`src/rtl/ctx_flag_pkg.sv`:
```
package ctx_flag_pkg;
  // State word bit positions
  localparam int ST_LE = 0;
  localparam int ST_DR = 4;
  localparam int ST_IR = 5;
  localparam int ST_DS = 7;
  localparam int ST_IS = 8;
  localparam int ST_BE = 9;
  localparam int ST_SE = 10;
  localparam int ST_DE = 11;
  localparam int ST_FP = 13;
  localparam int ST_PR = 14;
  localparam int ST_GS = 28;
  localparam int ST_HV = 60;
  // Flag word bit positions (pass-through bits reuse the state positions)
  localparam int FL_HV   = 1;
  localparam int FL_BE   = 9;
  localparam int FL_SE   = 10;
  localparam int FL_CC0  = 16;
  localparam int FL_CC1  = 17;
  localparam int FL_CJ   = 18;
  localparam int FL_BHR  = 19;
  localparam int FL_ICNT = 20;
  localparam int FL_POTH = 21;
  localparam int PM_FIELD_W = 6;
endpackage

```
`src/rtl/ctx_mode_index.sv`:
```
module ctx_mode_index (
  input  logic       pr,
  input  logic       hv,
  input  logic       gs,
  input  logic       ir,
  input  logic       dr,
  input  logic       is_sp,
  input  logic       ds_sp,
  input  logic       embedded,
  output logic [2:0] iidx,
  output logic [2:0] didx
);
  logic top_bit;
  logic i_mid;
  logic d_mid;

  always_comb begin
    if (embedded) begin
      top_bit = gs;
      i_mid   = is_sp;
      d_mid   = ds_sp;
    end else begin
      top_bit = hv;
      i_mid   = ~ir;
      d_mid   = ~dr;
    end
    iidx = {top_bit, i_mid, ~pr};
    didx = {top_bit, d_mid, ~pr};
  end
endmodule

```
`src/rtl/ctx_pmu_flags.sv`:
```
module ctx_pmu_flags
  import ctx_flag_pkg::*;
#(
  parameter int FLAG_W = 32,
  parameter int SUM_W  = 5
) (
  input  logic              pr,
  input  logic              hv,
  input  logic              isa_new,
  input  logic              bh_disable,
  input  logic              frz,
  input  logic              frz_qual,
  input  logic [2:0]        cnt_ctl,
  input  logic [SUM_W-1:0]  summary,
  output logic [FLAG_W-1:0] pm_word
);
  logic newer_block;
  logic frozen;
  logic bh_en;

  always_comb begin
    newer_block = isa_new & (bh_disable | ~pr);
    if (frz_qual) begin
      frozen = frz ? (hv & pr) : (~hv & pr);
    end else begin
      frozen = frz & pr;
    end
    bh_en = ~newer_block & ~frozen;

    pm_word          = '0;
    pm_word[FL_CC0]  = cnt_ctl[0];
    pm_word[FL_CC1]  = cnt_ctl[1];
    pm_word[FL_CJ]   = cnt_ctl[2];
    pm_word[FL_BHR]  = bh_en;
    pm_word[FL_ICNT] = |summary;
    pm_word[FL_POTH] = |summary[SUM_W-1:1];
  end
endmodule

```
`src/rtl/ctx_base_flags.sv`:
```
module ctx_base_flags
  import ctx_flag_pkg::*;
#(
  parameter int FLAG_W = 32
) (
  input  logic              le,
  input  logic              pr,
  input  logic              dr,
  input  logic              fp,
  input  logic              hv,
  input  logic              de,
  input  logic              st_se,
  input  logic              st_be,
  input  logic              has_hv,
  input  logic              dbg_event,
  input  logic              has_step,
  input  logic              has_btrace,
  input  logic              step_cmp,
  input  logic              branch_cmp,
  output logic [FLAG_W-1:0] base_word
);
  always_comb begin
    base_word        = '0;
    base_word[ST_LE] = le;
    base_word[ST_PR] = pr;
    base_word[ST_DR] = dr;
    base_word[ST_FP] = fp;
    base_word[FL_HV] = ~has_hv | hv;
    if (dbg_event) begin
      base_word[FL_SE] = step_cmp & de;
      base_word[FL_BE] = branch_cmp & de;
    end else begin
      base_word[FL_SE] = st_se & has_step;
      base_word[FL_BE] = st_be & has_btrace;
    end
  end
endmodule

```
`src/rtl/ctx_flag_encoder.sv`:
```
module ctx_flag_encoder
  import ctx_flag_pkg::*;
#(
  parameter int ST_W     = 64,
  parameter int FLAG_W   = 32,
  parameter int SUM_W    = 5,
  parameter bit CHECK_EN = 1'b1
) (
  input  logic              clk,
  input  logic              rst_n,
  input  logic              full_upd,
  input  logic              pmu_upd,
  input  logic [ST_W-1:0]   st_word,
  input  logic              cfg_has_hv,
  input  logic              cfg_embedded_mmu,
  input  logic              cfg_dbg_event,
  input  logic              cfg_has_step,
  input  logic              cfg_has_btrace,
  input  logic              cfg_isa_new,
  input  logic              dbg_step_cmp,
  input  logic              dbg_branch_cmp,
  input  logic [2:0]        pm_cnt_ctl,
  input  logic              pm_frz,
  input  logic              pm_frz_qual,
  input  logic              pm_bh_disable,
  input  logic [SUM_W-1:0]  pm_summary,
  output logic [FLAG_W-1:0] flags_q,
  output logic [2:0]        iidx_q,
  output logic [2:0]        didx_q,
  output logic              mismatch
);
  localparam logic [FLAG_W-1:0] PM_MASK =
    FLAG_W'({PM_FIELD_W{1'b1}}) << FL_CC0;

  logic [FLAG_W-1:0] base_word;
  logic [FLAG_W-1:0] pm_word;
  logic [FLAG_W-1:0] fresh_word;
  logic [2:0]        iidx_fresh;
  logic [2:0]        didx_fresh;
  logic [FLAG_W-1:0] flags_d;
  logic [2:0]        iidx_d;
  logic [2:0]        didx_d;
  logic              reg_en;
  logic              unused_st_bits;

  assign unused_st_bits = ^st_word;

  ctx_base_flags #(.FLAG_W(FLAG_W)) u_base (
    .le        (st_word[ST_LE]),
    .pr        (st_word[ST_PR]),
    .dr        (st_word[ST_DR]),
    .fp        (st_word[ST_FP]),
    .hv        (st_word[ST_HV]),
    .de        (st_word[ST_DE]),
    .st_se     (st_word[ST_SE]),
    .st_be     (st_word[ST_BE]),
    .has_hv    (cfg_has_hv),
    .dbg_event (cfg_dbg_event),
    .has_step  (cfg_has_step),
    .has_btrace(cfg_has_btrace),
    .step_cmp  (dbg_step_cmp),
    .branch_cmp(dbg_branch_cmp),
    .base_word (base_word)
  );

  ctx_pmu_flags #(.FLAG_W(FLAG_W), .SUM_W(SUM_W)) u_pmu (
    .pr        (st_word[ST_PR]),
    .hv        (st_word[ST_HV]),
    .isa_new   (cfg_isa_new),
    .bh_disable(pm_bh_disable),
    .frz       (pm_frz),
    .frz_qual  (pm_frz_qual),
    .cnt_ctl   (pm_cnt_ctl),
    .summary   (pm_summary),
    .pm_word   (pm_word)
  );

  ctx_mode_index u_idx (
    .pr      (st_word[ST_PR]),
    .hv      (st_word[ST_HV]),
    .gs      (st_word[ST_GS]),
    .ir      (st_word[ST_IR]),
    .dr      (st_word[ST_DR]),
    .is_sp   (st_word[ST_IS]),
    .ds_sp   (st_word[ST_DS]),
    .embedded(cfg_embedded_mmu),
    .iidx    (iidx_fresh),
    .didx    (didx_fresh)
  );

  assign fresh_word = base_word | pm_word;

  // Next-state: full recompute has priority over the monitor-only refresh
  always_comb begin
    reg_en  = full_upd | pmu_upd;
    flags_d = flags_q;
    iidx_d  = iidx_q;
    didx_d  = didx_q;
    if (full_upd) begin
      flags_d = fresh_word;
      iidx_d  = iidx_fresh;
      didx_d  = didx_fresh;
    end else if (pmu_upd) begin
      flags_d = (flags_q & ~PM_MASK) | (pm_word & PM_MASK);
    end
  end

  always_ff @(posedge clk or negedge rst_n) begin
    if (!rst_n) begin
      flags_q <= '0;
      iidx_q  <= '0;
      didx_q  <= '0;
    end else if (reg_en) begin
      flags_q <= flags_d;
      iidx_q  <= iidx_d;
      didx_q  <= didx_d;
    end
  end

  generate
    if (CHECK_EN) begin : g_chk
      assign mismatch = (flags_q != fresh_word) || (iidx_q != iidx_fresh) ||
                        (didx_q != didx_fresh);
    end else begin : g_nochk
      assign mismatch = 1'b0;
    end
  endgenerate


  le_copy_chk: assert property (@(posedge clk) disable iff (!rst_n)
    full_upd |=> flags_q[ST_LE] == $past(st_word[ST_LE]));

  idx_pr_chk: assert property (@(posedge clk) disable iff (!rst_n)
    full_upd |=> (iidx_q[0] == !$past(st_word[ST_PR])) && (didx_q[0] == iidx_q[0]));

  hv_flag_chk: assert property (@(posedge clk) disable iff (!rst_n)
    (full_upd && !cfg_has_hv) |=> flags_q[FL_HV]);

  pmu_hold_chk: assert property (@(posedge clk) disable iff (!rst_n)
    (pmu_upd && !full_upd) |=> ((flags_q & ~PM_MASK) == ($past(flags_q) & ~PM_MASK))
                               && $stable(iidx_q) && $stable(didx_q));

  idle_hold_chk: assert property (@(posedge clk) disable iff (!rst_n)
    (!pmu_upd && !full_upd) |=> $stable(flags_q) && $stable(iidx_q) && $stable(didx_q));
endmodule

```
`config.mk`:
```
export PLATFORM = sky130hd
export DESIGN_NAME = ctx_flag_encoder
export DESIGN_NICKNAME = d
export VERILOG_FILES = /design/src/rtl/ctx_flag_pkg.sv /design/src/rtl/ctx_mode_index.sv /design/src/rtl/ctx_pmu_flags.sv /design/src/rtl/ctx_base_flags.sv /design/src/rtl/ctx_flag_encoder.sv
export SDC_FILE = /design/constraint.sdc
export NUM_CORES = 1
export LEC_CHECK = 0
export BUFFER_PORTS_ARGS = -buffer_cell sky130_fd_sc_hd__buf_4
export CAP_MARGIN = 15
export CORE_MARGIN = 1
export CORE_UTILIZATION = 44
export CTS_BUF_LIST = sky130_fd_sc_hd__clkbuf_2 sky130_fd_sc_hd__clkbuf_4 sky130_fd_sc_hd__clkbuf_8
export CTS_CLUSTER_SIZE = 8
export DETAILED_ROUTE_END_ITERATION = 12
export PLACE_DENSITY = 0.8
export SYNTH_ARGS = -nofsm -noshare
export SYNTH_HDL_FRONTEND = slang
export SYNTH_HIERARCHICAL = 1
export SYNTH_SLANG_ARGS = --single-unit
```
`constraint.sdc`:
```
create_clock -name clk -period 1.86 [get_ports clk]
set_input_delay 0.279 -clock clk [delete_from_list [all_inputs] [get_ports clk]]
set_output_delay 0.279 -clock clk [all_outputs]
set_load 0.03 [all_outputs]
```
==> flow_metrics.py <==
metrics = {
    "power_and_ir_drop": {
        "p_clk_share_pct": 26.9,
        "p_sw_mw": 0.749,
        "switching_share_pct": 33.7,
        "p_comb_share_pct": 29.6,
        "seqPwrFrac_pct": 43.4,
        "vdd_ir_drop_max_mv": 0.431,
        "power_leakage_nw": 1.37,
        "power_density_nw_per_um2": 719,
        "power.internal_mw": 1.47,
    },
    "grt": {
        "first_global_vias": 1811,
        "overflow": 0,
        "grt_usage_pct": 17.0,
        "grt_pass1_wl_um": 8050,
        "grt_max_degree": 56,
        "antenna_found_initial": 0,
    },
    "critical_path": {
        "crit_type": "primary input to output pin",
        "cp.required_ns": 1.58,
        "r2r_start": "flags_q[20]$_DFFE_PN0N_",
        "critPathMaxFanout": 2,
        "cp_common_cell": "buf_6",
        "path_delay_family": "simple AND/OR/NAND/NOR gates",
        "r2r_cells": 3,
        "crit_slowest_cell": "or4_4",
        "endpoint": "mismatch",
        "critPathMaxStageDelay_ns": 0.53,
        "path_buf_inv": 2,
        "crit_chain": "buf_6, or4_4, or2_4, nor2_4, xor2_1, nand4_1, nor4_2, nand3_2, buf_6",
        "r2r_end": "flags_q[20]$_DFFE_PN0N_",
        "startpoint_type": "primary input",
        "cp.depth": 9,
        "startpoint": "pm_summary[1]",
        "worstSetupEndpointType": "output pin",
        "crit_arrival_ns": 2.02,
        "ff2ff_setup_slack_ns": 0.86,
    },
    "timing": {
        "drv_slew": 0,
        "tightest_slew_ns": 0.555,
        "min_period_ns": 2.30,
        "rsz0062_at_grt": "yes",
        "max_slew_margin_pct": 63.0,
        "fin_ws_ns": -0.437,
        "max_freq_ghz": 0.435,
        "setup_viol": 1,
        "fin_crit_sh_pct": 123,
        "fin_worst_skew_ns": 0,
        "hold_viol_final": 0,
    },
    "logic_synthesis": {
        "synthCells": 292,
        "async_flop_share_pct": 100,
        "synth_area_leaders": "dfrtp_1 37%, buf_4 19%, xor2_1 11%",
        "yosysSeqAreaShare_pct": 37.2,
        "synth_area_leader_cell": "dfrtp_1",
        "ys_ff_latch": 38,
        "yosys_warnings": 6,
        "synth_top_area_share_pct": 37.2,
        "synthFlopType": "dfrtp_1",
        "synth.most_common_cell": "buf_4",
        "synth_edf_count": 0,
        "synth_cell_type_count": 28,
        "synth.cells.most_frequent": "64 x buf_4, 58 x nor2_1, 38 x dfrtp_1",
        "syn-cell-area_um2": 2560,
        "syn_area_per_cell_um2": 8.76,
    },
    "floorplan": {
        "core_area_um2": 5540,
        "placementRows": 27,
        "dieHeight_um": 78.2,
        "die_area_um2": 6120,
        "die_w_um": 78.2,
        "num_io_pins": 126,
        "initial_core_util_pct": 46.2,
    },
    "routing": {
        "initialDrtViolationCount": 95,
        "viasPerCell": 4.40,
        "drtAntennaViolNets": 0,
        "routed_wl_um": 5070,
        "drt_first_pass_iters": 6,
        "drcViolationCount": 0,
        "wl_per_cell_um": 11.7,
        "via_count": 1904,
    },
    "cts": {
        "cts.sinks": 38,
        "cts_tree": "built",
        "htree_levels": 2,
        "clock_path_buffers": 2,
        "root_buffer": "clkbuf_8",
        "cts_buffers": 5,
        "path_clk_slew_ns": 0.08,
        "clkLatencyLatePin_ns": 0.29,
    },
    "min_path": {
        "hold_class": "primary input to flop",
    },
    "placed_design": {
        "detailed_place_hpwl_um": 3830,
        "gp_congestion": 0.748,
        "io_buffers": 73,
        "pre_cts_slack_ns": -0.507,
    },
    "status": {
        "status": "finished with violations",
        "violations": "setup timing",
    },
    "layout": {
        "antenna_cells": 0,
        "syn_to_final_growth_pct": 20.9,
        "final_nets": 447,
        "fin_util_pct": 55.8,
        "drive_gt1_share_pct": 28.8,
    },
    "run": {
        "cap_violations": 0,
    },
}
[layer usage]
metal | GRT usage, % | vias up | routed length (um)
met4 | 4.44 | 0 | 31
met5 | 0 | - | 0
li1 | - | 985 | -
met1 | 19.6 | 869 | 2170
met3 | 3.95 | 6 | 230
met2 | 31.3 | 44 | 2640
[layout by cell type, fill, tap and decap left out, types with 5 or more instances in the layout]
cell	Yosys	final
buf_4	64	81
nor2b_1	6	6
xnor2_1	5	5
a21oi_1	32	32
nand4_1	7	7
clkbuf_8	0	6
conb_1	2	51
xor2_1	33	33
dfrtp_1	38	38
nor2_1	58	57
a211oi_1	6	6
[through the flow]
| step | hold slack [ns] | area [um^2] | instances | TNS [ns] | power, mW |
|---|---|---|---|---|---|
| global route | 0.297 | 3090 | 433 | -0.476 | 2.34 |
| floorplan | -0.0166 | 2760 | 341 | -0.192 | 1.46 |
| finish | 0.276 | 3090 | 433 | -0.437 | 2.22 |
| CTS | 0.274 | 3080 | 433 | -0.451 | 2.23 |
| global placement | 0.281 | 2960 | 424 | -0.412 | 1.61 |
| detailed placement | 0.282 | 2960 | 424 | -0.507 | 1.63 |
[final cells by class]
| class | count | area [um^2] |
|---|---|---|
| Multi-Input combinational cell | 229 | 1300 |
| Inverter | 1 | 3.75 |
| Tap cell | 72 | 90.1 |
| Fill cell | 529 | 2450 |
| Clock inverter | 2 | 12.5 |
| Timing Repair Buffer | 85 | 652 |
| Sequential cell | 38 | 951 |
| Clock buffer | 6 | 82.6 |
[power groups by stage]
stage	Combinational, mW	Clock [mW]	Sequential (mW)
3_3_place_gp	0.637	0	0.977
5_1_grt	0.714	0.644	0.978
6_report	0.659	0.599	0.966
2_1_floorplan	0.342	0	1.12
4_1_cts	0.655	0.613	0.967
3_5_place_dp	0.649	0	0.982
[cells by family after synthesis]
logic type / count (synthesis) / share of synthesized area, %
DFF: 38 / 37.2
buffers and inverters: 74 / 20.5
other: 2 / 0.294
AOI/OAI and AO/OA: 43 / 9.15
muxes: 7 / 3.23
xor gates and xnor gates: 38 / 13.0
and+or+nand+nor: 90 / 16.7
[what timing repair did]
action,4_1_cts,5_1_grt
hold buffers,1,0
buffers inserted,0,0
setup endpoints to repair,1,1
gates resized for setup,5,2
hold endpoints to repair,38,0
[flip-flops by register name (all words and copies together) (netlist names)]
| signal | flops |
|---|---|
| didx_q | 3 |
| flags_q | 32 |
| iidx_q | 3 |
[worst reg2reg max path, delay by kind of cell (launching register included)]
kind	cells	cell delay [ns]
compound gates	2	0.30
simple gates	1	0.14
flops	1	0.41
[worst min path at each step]
stage,start,to,slack [ns],cells past startpoint
global route,pm_cnt_ctl[0],flags_q[16]$_DFFE_PN0N_,0.30,3
global placement,rst_n,iidx_q[0]$_DFFE_PN0P_,0.28,1
finish,st_word[0],flags_q[0]$_DFFE_PN0P_,0.28,3
CTS,st_word[0],flags_q[0]$_DFFE_PN0P_,0.27,3
floorplan,rst_n,didx_q[0]$_DFFE_PN0P_,-0.02,0
detailed placement,rst_n,didx_q[0]$_DFFE_PN0P_,0.28,1
Note: power is estimated with default switching activity, not from simulation.
